===== src/rtl/ppsel_pkg.sv =====
package ppsel_pkg;
    parameter int unsigned BUS_W   = 32;
    parameter int unsigned ALIGN_W = 5;
    parameter int unsigned FIELD_W = BUS_W - ALIGN_W;
    parameter int unsigned REG_AW  = 12;
    parameter int unsigned BE_W    = BUS_W / 8;

    typedef logic [FIELD_W-1:0] field_t;

    typedef struct packed {
        field_t ping;
        field_t pong;
    } pair_t;

    typedef enum logic {
        SEL_PING = 1'b0,
        SEL_PONG = 1'b1
    } bufsel_e;

    function automatic logic [BUS_W-1:0] to_bus(input field_t f);
        return {f, {ALIGN_W{1'b0}}};
    endfunction

    function automatic field_t from_bus(input logic [BUS_W-1:0] w);
        return w[BUS_W-1:ALIGN_W];
    endfunction
endpackage


===== src/rtl/ppsel_decode.sv =====
module ppsel_decode
    import ppsel_pkg::*;
#(
    parameter int unsigned N_CTX     = 8,
    parameter int unsigned STRIDE    = 32,
    parameter int unsigned PING_BASE = 'h7C,
    parameter int unsigned PONG_BASE = 'h80
) (
    input  logic [REG_AW-1:0] addr,
    output logic [N_CTX-1:0]  ping_hit,
    output logic [N_CTX-1:0]  pong_hit
);
    for (genvar g = 0; g < N_CTX; g++) begin : g_dec
        localparam int unsigned PING_A = PING_BASE + g * STRIDE;
        localparam int unsigned PONG_A = PONG_BASE + g * STRIDE;
        assign ping_hit[g] = (addr == REG_AW'(PING_A));
        assign pong_hit[g] = (addr == REG_AW'(PONG_A));
    end
endmodule


===== src/rtl/ppsel_ctx.sv =====
module ppsel_ctx
    import ppsel_pkg::*;
(
    input  logic   clk,
    input  logic   rst,
    input  logic   wr_ping,
    input  logic   wr_pong,
    input  field_t wfield,
    input  logic   frame_start,
    output pair_t  shadow,
    output field_t dest,
    output logic   sel_pong
);
    pair_t   active_q;
    pair_t   shadow_q;
    bufsel_e sel_q;
    logic    started_q;
    bufsel_e sel_next;

    always_comb begin
        if (!started_q) begin
            sel_next = SEL_PING;
        end else if (shadow_q.ping != shadow_q.pong) begin
            sel_next = (sel_q == SEL_PING) ? SEL_PONG : SEL_PING;
        end else begin
            sel_next = SEL_PING;
        end
    end

    always_ff @(posedge clk) begin
        if (rst) begin
            shadow_q  <= '0;
            active_q  <= '0;
            sel_q     <= SEL_PING;
            started_q <= 1'b0;
        end else begin
            if (frame_start) begin
                active_q  <= shadow_q;
                sel_q     <= sel_next;
                started_q <= 1'b1;
            end
            if (wr_ping) shadow_q.ping <= wfield;
            if (wr_pong) shadow_q.pong <= wfield;
        end
    end

    assign shadow   = shadow_q;
    assign dest     = (sel_q == SEL_PONG) ? active_q.pong : active_q.ping;
    assign sel_pong = (sel_q == SEL_PONG);
endmodule


===== src/rtl/ppsel_rdmux.sv =====
module ppsel_rdmux
    import ppsel_pkg::*;
#(
    parameter int unsigned N_CTX = 8
) (
    input  logic [N_CTX-1:0] ping_hit,
    input  logic [N_CTX-1:0] pong_hit,
    input  pair_t            shadow [N_CTX],
    output logic [BUS_W-1:0] rdata
);
    always_comb begin
        rdata = '0;
        for (int k = 0; k < N_CTX; k++) begin
            if (ping_hit[k]) rdata = rdata | to_bus(shadow[k].ping);
            if (pong_hit[k]) rdata = rdata | to_bus(shadow[k].pong);
        end
    end
endmodule


===== src/rtl/pingpong_addr_sel.sv =====
module pingpong_addr_sel
    import ppsel_pkg::*;
#(
    parameter int unsigned N_CTX     = 8,
    parameter int unsigned STRIDE    = 32,
    parameter int unsigned PING_BASE = 'h7C,
    parameter int unsigned PONG_BASE = 'h80
) (
    input  logic                   clk,
    input  logic                   rst,
    input  logic                   reg_wr,
    input  logic [REG_AW-1:0]      reg_addr,
    input  logic [BE_W-1:0]        reg_be,
    input  logic [BUS_W-1:0]       reg_wdata,
    output logic [BUS_W-1:0]       reg_rdata,
    input  logic [N_CTX-1:0]       frame_start,
    output logic [N_CTX*BUS_W-1:0] dest_addr,
    output logic [N_CTX-1:0]       buf_sel
);
    localparam int unsigned PAIR_W = 2 * FIELD_W;

    logic [N_CTX-1:0]        ping_hit;
    logic [N_CTX-1:0]        pong_hit;
    logic                    wr_ok;
    pair_t                   shadow [N_CTX];
    field_t                  dest_f [N_CTX];
    logic [BUS_W-1:0]        rd_mux;
    logic [BUS_W-1:0]        rdata_q;
    logic [N_CTX*PAIR_W-1:0] shadow_flat;

    assign wr_ok = reg_wr && (reg_be == {BE_W{1'b1}});

    ppsel_decode #(
        .N_CTX    (N_CTX),
        .STRIDE   (STRIDE),
        .PING_BASE(PING_BASE),
        .PONG_BASE(PONG_BASE)
    ) u_dec (
        .addr    (reg_addr),
        .ping_hit(ping_hit),
        .pong_hit(pong_hit)
    );

    for (genvar g = 0; g < N_CTX; g++) begin : g_ctx
        ppsel_ctx u_ctx (
            .clk        (clk),
            .rst        (rst),
            .wr_ping    (wr_ok && ping_hit[g]),
            .wr_pong    (wr_ok && pong_hit[g]),
            .wfield     (from_bus(reg_wdata)),
            .frame_start(frame_start[g]),
            .shadow     (shadow[g]),
            .dest       (dest_f[g]),
            .sel_pong   (buf_sel[g])
        );
        assign dest_addr[g*BUS_W +: BUS_W]    = to_bus(dest_f[g]);
        assign shadow_flat[g*PAIR_W +: PAIR_W] = shadow[g];
    end

    ppsel_rdmux #(
        .N_CTX(N_CTX)
    ) u_rd (
        .ping_hit(ping_hit),
        .pong_hit(pong_hit),
        .shadow  (shadow),
        .rdata   (rd_mux)
    );

    always_ff @(posedge clk) begin
        if (rst) rdata_q <= '0;
        else     rdata_q <= rd_mux;
    end

    assign reg_rdata = rdata_q;
endmodule


===== config.mk =====
export PLATFORM = sky130hd
export DESIGN_NAME = pingpong_addr_sel
export DESIGN_NICKNAME = d
export VERILOG_FILES = /design/src/rtl/ppsel_pkg.sv /design/src/rtl/ppsel_decode.sv /design/src/rtl/ppsel_ctx.sv /design/src/rtl/ppsel_rdmux.sv /design/src/rtl/pingpong_addr_sel.sv
export SDC_FILE = /design/constraint.sdc
export NUM_CORES = 2
export LEC_CHECK = 0
export ABC_CLOCK_PERIOD_IN_PS = 2250
export BUFFER_PORTS_ARGS = -buffer_cell sky130_fd_sc_hd__buf_4
export CAP_MARGIN = 20
export CORE_ASPECT_RATIO = 0.8
export CORE_MARGIN = 2
export CORE_UTILIZATION = 60
export CTS_CLUSTER_DIAMETER = 200
export DETAILED_ROUTE_END_ITERATION = 10
export PLACE_DENSITY = 0.85
export SYNTH_ARGS = -nofsm -noshare
export SYNTH_HDL_FRONTEND = slang
export SYNTH_SLANG_ARGS = --single-unit

===== constraint.sdc =====
create_clock -name clk -period 2.25 [get_ports clk]
set_input_delay 0.1125 -clock clk [delete_from_list [all_inputs] [get_ports clk]]
set_output_delay 0.1125 -clock clk [all_outputs]
set_load 0.1 [all_outputs]

==> results.yml <==
place:
  place_inst: 5573
  gp_congestion: 1.088
  placement.cell_area_um2: 44570
  port-buffer-count: 304
  preCtsSetupSlack_ns: -0.03029
  detailedPlacementHpwl_um: 114900
worst_setup_path:
  critical_path_cell_count: 3
  worst_setup_path_start_kind: "flip-flop"
  cpMostUsedCell: "buf_4"
  family_of_cells_with_the_greatest_summed_delay_on_the_critical_path: "buffers and inverters"
  reg2regPathDepth: 6
  crit_required_ns: 2.14
  crit_chain: "buf_4 > mux2_2 > buf_4"
  crit_type: "flip-flop to primary output"
  worst_path_slowest_cell: "mux2_2"
  timing.reg2reg.setup_slack_ns: 0.31
  critPathMaxFanout: 30
  setup.worst_path.end: "dest_addr[179]"
  worst_r2r_endpoint: "reg_rdata[30]"
  startpoint: "g_ctx[5].u_ctx.sel_pong"
  critical-path-max-stage-delay_ns: 0.42
  cp_data_arrival_time_ns: 2.00
  crit-reg2reg-launch: "g_ctx[3].u_ctx.shadow[52]"
  worstPathBufferInverterCount: 2
  cp-end-kind: "primary output"
pwr:
  netSwitchingPower_mw: 7.829
  cell_internal_pwr_mw: 25.55
  share_clk_of_total_power_pct: 46.4
  p_per_area_nw_per_um2: 696.7
  swShare_pct: 23.45
  report.power.total_mw: 33.38
  share_comb_of_total_power_pct: 5.5
  ir_drop_mv: 0.5700
  sequentialPowerShare_pct: 48.1
  power.leakage_nw: 20.63
synth:
  synth-simple-area-share_pct: 15.04
  yosys_top_cell_area_share_pct: 44.55
  synth-xor-area-share_pct: 4.642
  post_synth_main_area_contributors: "dfxtp_1 (45%), mux2i_1 (14%), mux2_2 (7.2%), nand2_1 (7.1%), a21oi_1 (5.0%)"
  synth_edf_count: 0
  compound_cell_area_share_of_the_yosys_netlist_pct: 9.008
  portion_of_netlist_area_occupied_by_mux_cells_pct: 21.10
  yosys.cell_types.count: 71
  ys.flop_type: "dfxtp_1"
  gate_count_of_the_mapped_netlist: 4487
  combined_area_of_all_synthesized_cells_um2: 40750
  synth_async_sr_flop_share_pct: 0
  synth_top_area_cell: "dfxtp_1"
  yosysWarnings: 0
  largest_family_of_logic_cells_by_synthesized_area: "multiplexers"
  ys_ff_latch: 907
  adder_cell_share_of_the_synthesized_area_pct: 0
  postSynthAreaPerCell_um2: 9.083
  synth_seq_area_share_pct: 44.55
min_path:
  hp-class: "input pin to flip-flop"
  hold_path_depth: 3
sta:
  timing_worst_slew_pin_value_ns: 0.9339
  finalCritPeriodShare_pct: 93.68
  report.final.hold_viol_count: 0
  setup_viol_count_final: 0
  fin_ws_ns: 0.1423
  clock.fmax_mhz: 474.5
  worst_clock_skew_ns: 0.02287
  slew_viol_final: 0
  period_needed_ns: 2.108
  totalNegativeSetupSlack_ns: 0
  setup_repair_after_global_routing_missed_its_margin: "false"
  maxSlewHeadroom_pct: 37.74
floorplanning:
  core_region_area_um2: 67210
  total_die_area_um2: 70040
  num_rows: 85
  die_h_um: 237.1
  floorplan.initialDensity_pct: 60.63
  design.portCount: 355
  die_width_um: 295.4
routing:
  vias: 36650
  post_drt_via_cell_ratio: 6.355
  detail_route.wirelength_um: 162100
  drt_iter0_markers: 5788
  ant_nets: 0
  detail_route.wl_per_cell_um: 28.11
  drc: 0
  drt_pass1_iterations: 9
cts:
  max-clock-path-buffers: 3
  clock_sinks: 907
  path_clk_slew_ns: 0.06
  worst_skew_pair.late_latency_ns: 0.66
  buffer_count_from_post_cts_setup_fixing: 0
  cts-root-buf: "clkbuf_16"
  cts_made_buffers: 86
  htree_levels: 3
  cts_tree: "done"
grt:
  maximum_number_of_pins_on_one_net_before_global_route_repair: 105
  global_route.usage.total_pct: 45.03
  wire_length_of_the_first_global_routing_pass_um: 231000
  gr-total-overflow: 0
  number_of_global_route_vias_before_repair: 34410
  grt_antenna_before_repair: 16
finish:
  layout_commonest_cell: "dfxtp_1"
  layout_area_overhead_pct: 17.57
  postLayoutCellArea_um2: 47910
  num-nets-final: 4840
  final_layout_size_suffix_gt1_share_pct: 20.85
  layout_common_cells: "dfxtp_1 (905), nand2_1 (776), mux2i_1 (562)"
  layout.cells.non_filler: 5768
flow_run:
  max_cap_violations: 0
status:
  run_status: "finished clean"
area by class of cell:
cell class	instances	area, um^2
flip-flops and latches	907	18160
diodes	7	17.52
multi-input cells	3184	20490
repair buffers	594	5075
clock inverters	37	503.0
clock buffers	118	2494
fillers	4798	19300
well taps	913	1142
inverters	8	30.03
repair_timing:
item,CTS,global route
hold buffers,33,0
setup endpoints to repair,2,0
endpoints found under the hold margin,482,0
resized for setup,2,0
cell families (layout without fill, tap and decap cells):
| logic type | after synthesis | in the layout |
|---|---|---|
| simple gates | 1474 | 1474 |
| flops | 907 | 907 |
| mux | 824 | 824 |
| compound gates | 625 | 625 |
| buf+inv | 440 | 757 |
| xor+xnor | 216 | 216 |
| other cells | 1 | 52 |
worst min-delay path, stage by stage:
cell and delay (ns):
buf_4 0.27, mux2i_1 0.17, nor2_1 0.07
cells in the mapped netlist, drive strengths merged, types with 3 or more instances:
master / n
o2111ai: 8
a22o: 4
o22a: 11
and3: 12
a211oi: 7
o32ai: 5
and4bb: 3
a221oi: 3
nand2b: 9
a22oi: 67
o21ai: 6
nand4: 19
nor2b: 5
clkbuf: 179
mux2i: 562
nor4b: 4
xor2: 216
nand2: 780
a311oi: 3
a32o: 4
inv: 8
a31oi: 24
and4: 7
o22ai: 39
a32oi: 9
nor4: 53
o2bb2ai: 7
mux2: 260
buf: 253
nand3: 21
nor3: 12
and2: 10
a21oi: 421
nor2: 528
dfxtp: 907
registers in the layout, summed over array words and instances, names as in the netlist:
register	flops
g_ctx.u_ctx.started_q	8
reg_rdata	27
g_ctx.u_ctx.shadow	432
g_ctx.u_ctx.active_q	432
g_ctx.u_ctx.sel_pong	8
how the worst min path moves through the flow:
stage,startpoint,end,slack [ns]
finish,frame_start[6],g_ctx[6].u_ctx.active_q[38],0.03
detailed placement,g_ctx[0].u_ctx.started_q,g_ctx[0].u_ctx.started_q,0.45
global route,frame_start[6],g_ctx[6].u_ctx.active_q[38],0.05
floorplan,reg_wdata[11],g_ctx[3].u_ctx.shadow[33],0.39
global placement,g_ctx[7].u_ctx.started_q,g_ctx[7].u_ctx.started_q,0.44
CTS,frame_start[6],g_ctx[6].u_ctx.active_q[21],0.004
layer usage:
layer  global-route usage (%)  vias up  wire [um]
li1                         -    15750          -
met1                    59.09    17370      60010
met2                    64.21     2812      66300
met3                    13.85      704      23360
met4                    28.49       22      12330
met5                        0        -        130
per-stage QoR:
step / hold slack, ns / utilization, %
after CTS: 0.004184 / 71.26
after global placement: 0.4445 / 66.30
final: 0.02645 / 71.28
after global routing: 0.04591 / 71.26
after detailed placement: 0.4539 / 66.30
after floorplan: 0.3949 / -
power groups by stage:
stage | clock [mW] | sequential (mW) | combinational, mW
after floorplan | 0 | 16.4 | 1.26
after detailed placement | 0 | 16.4 | 1.70
after CTS | 15.4 | 16.1 | 1.75
final | 15.5 | 16.1 | 1.84
after global placement | 0 | 16.4 | 1.70
after global routing | 16.1 | 16.1 | 1.83
No activity file was read; power rests on OpenSTA's default activity.
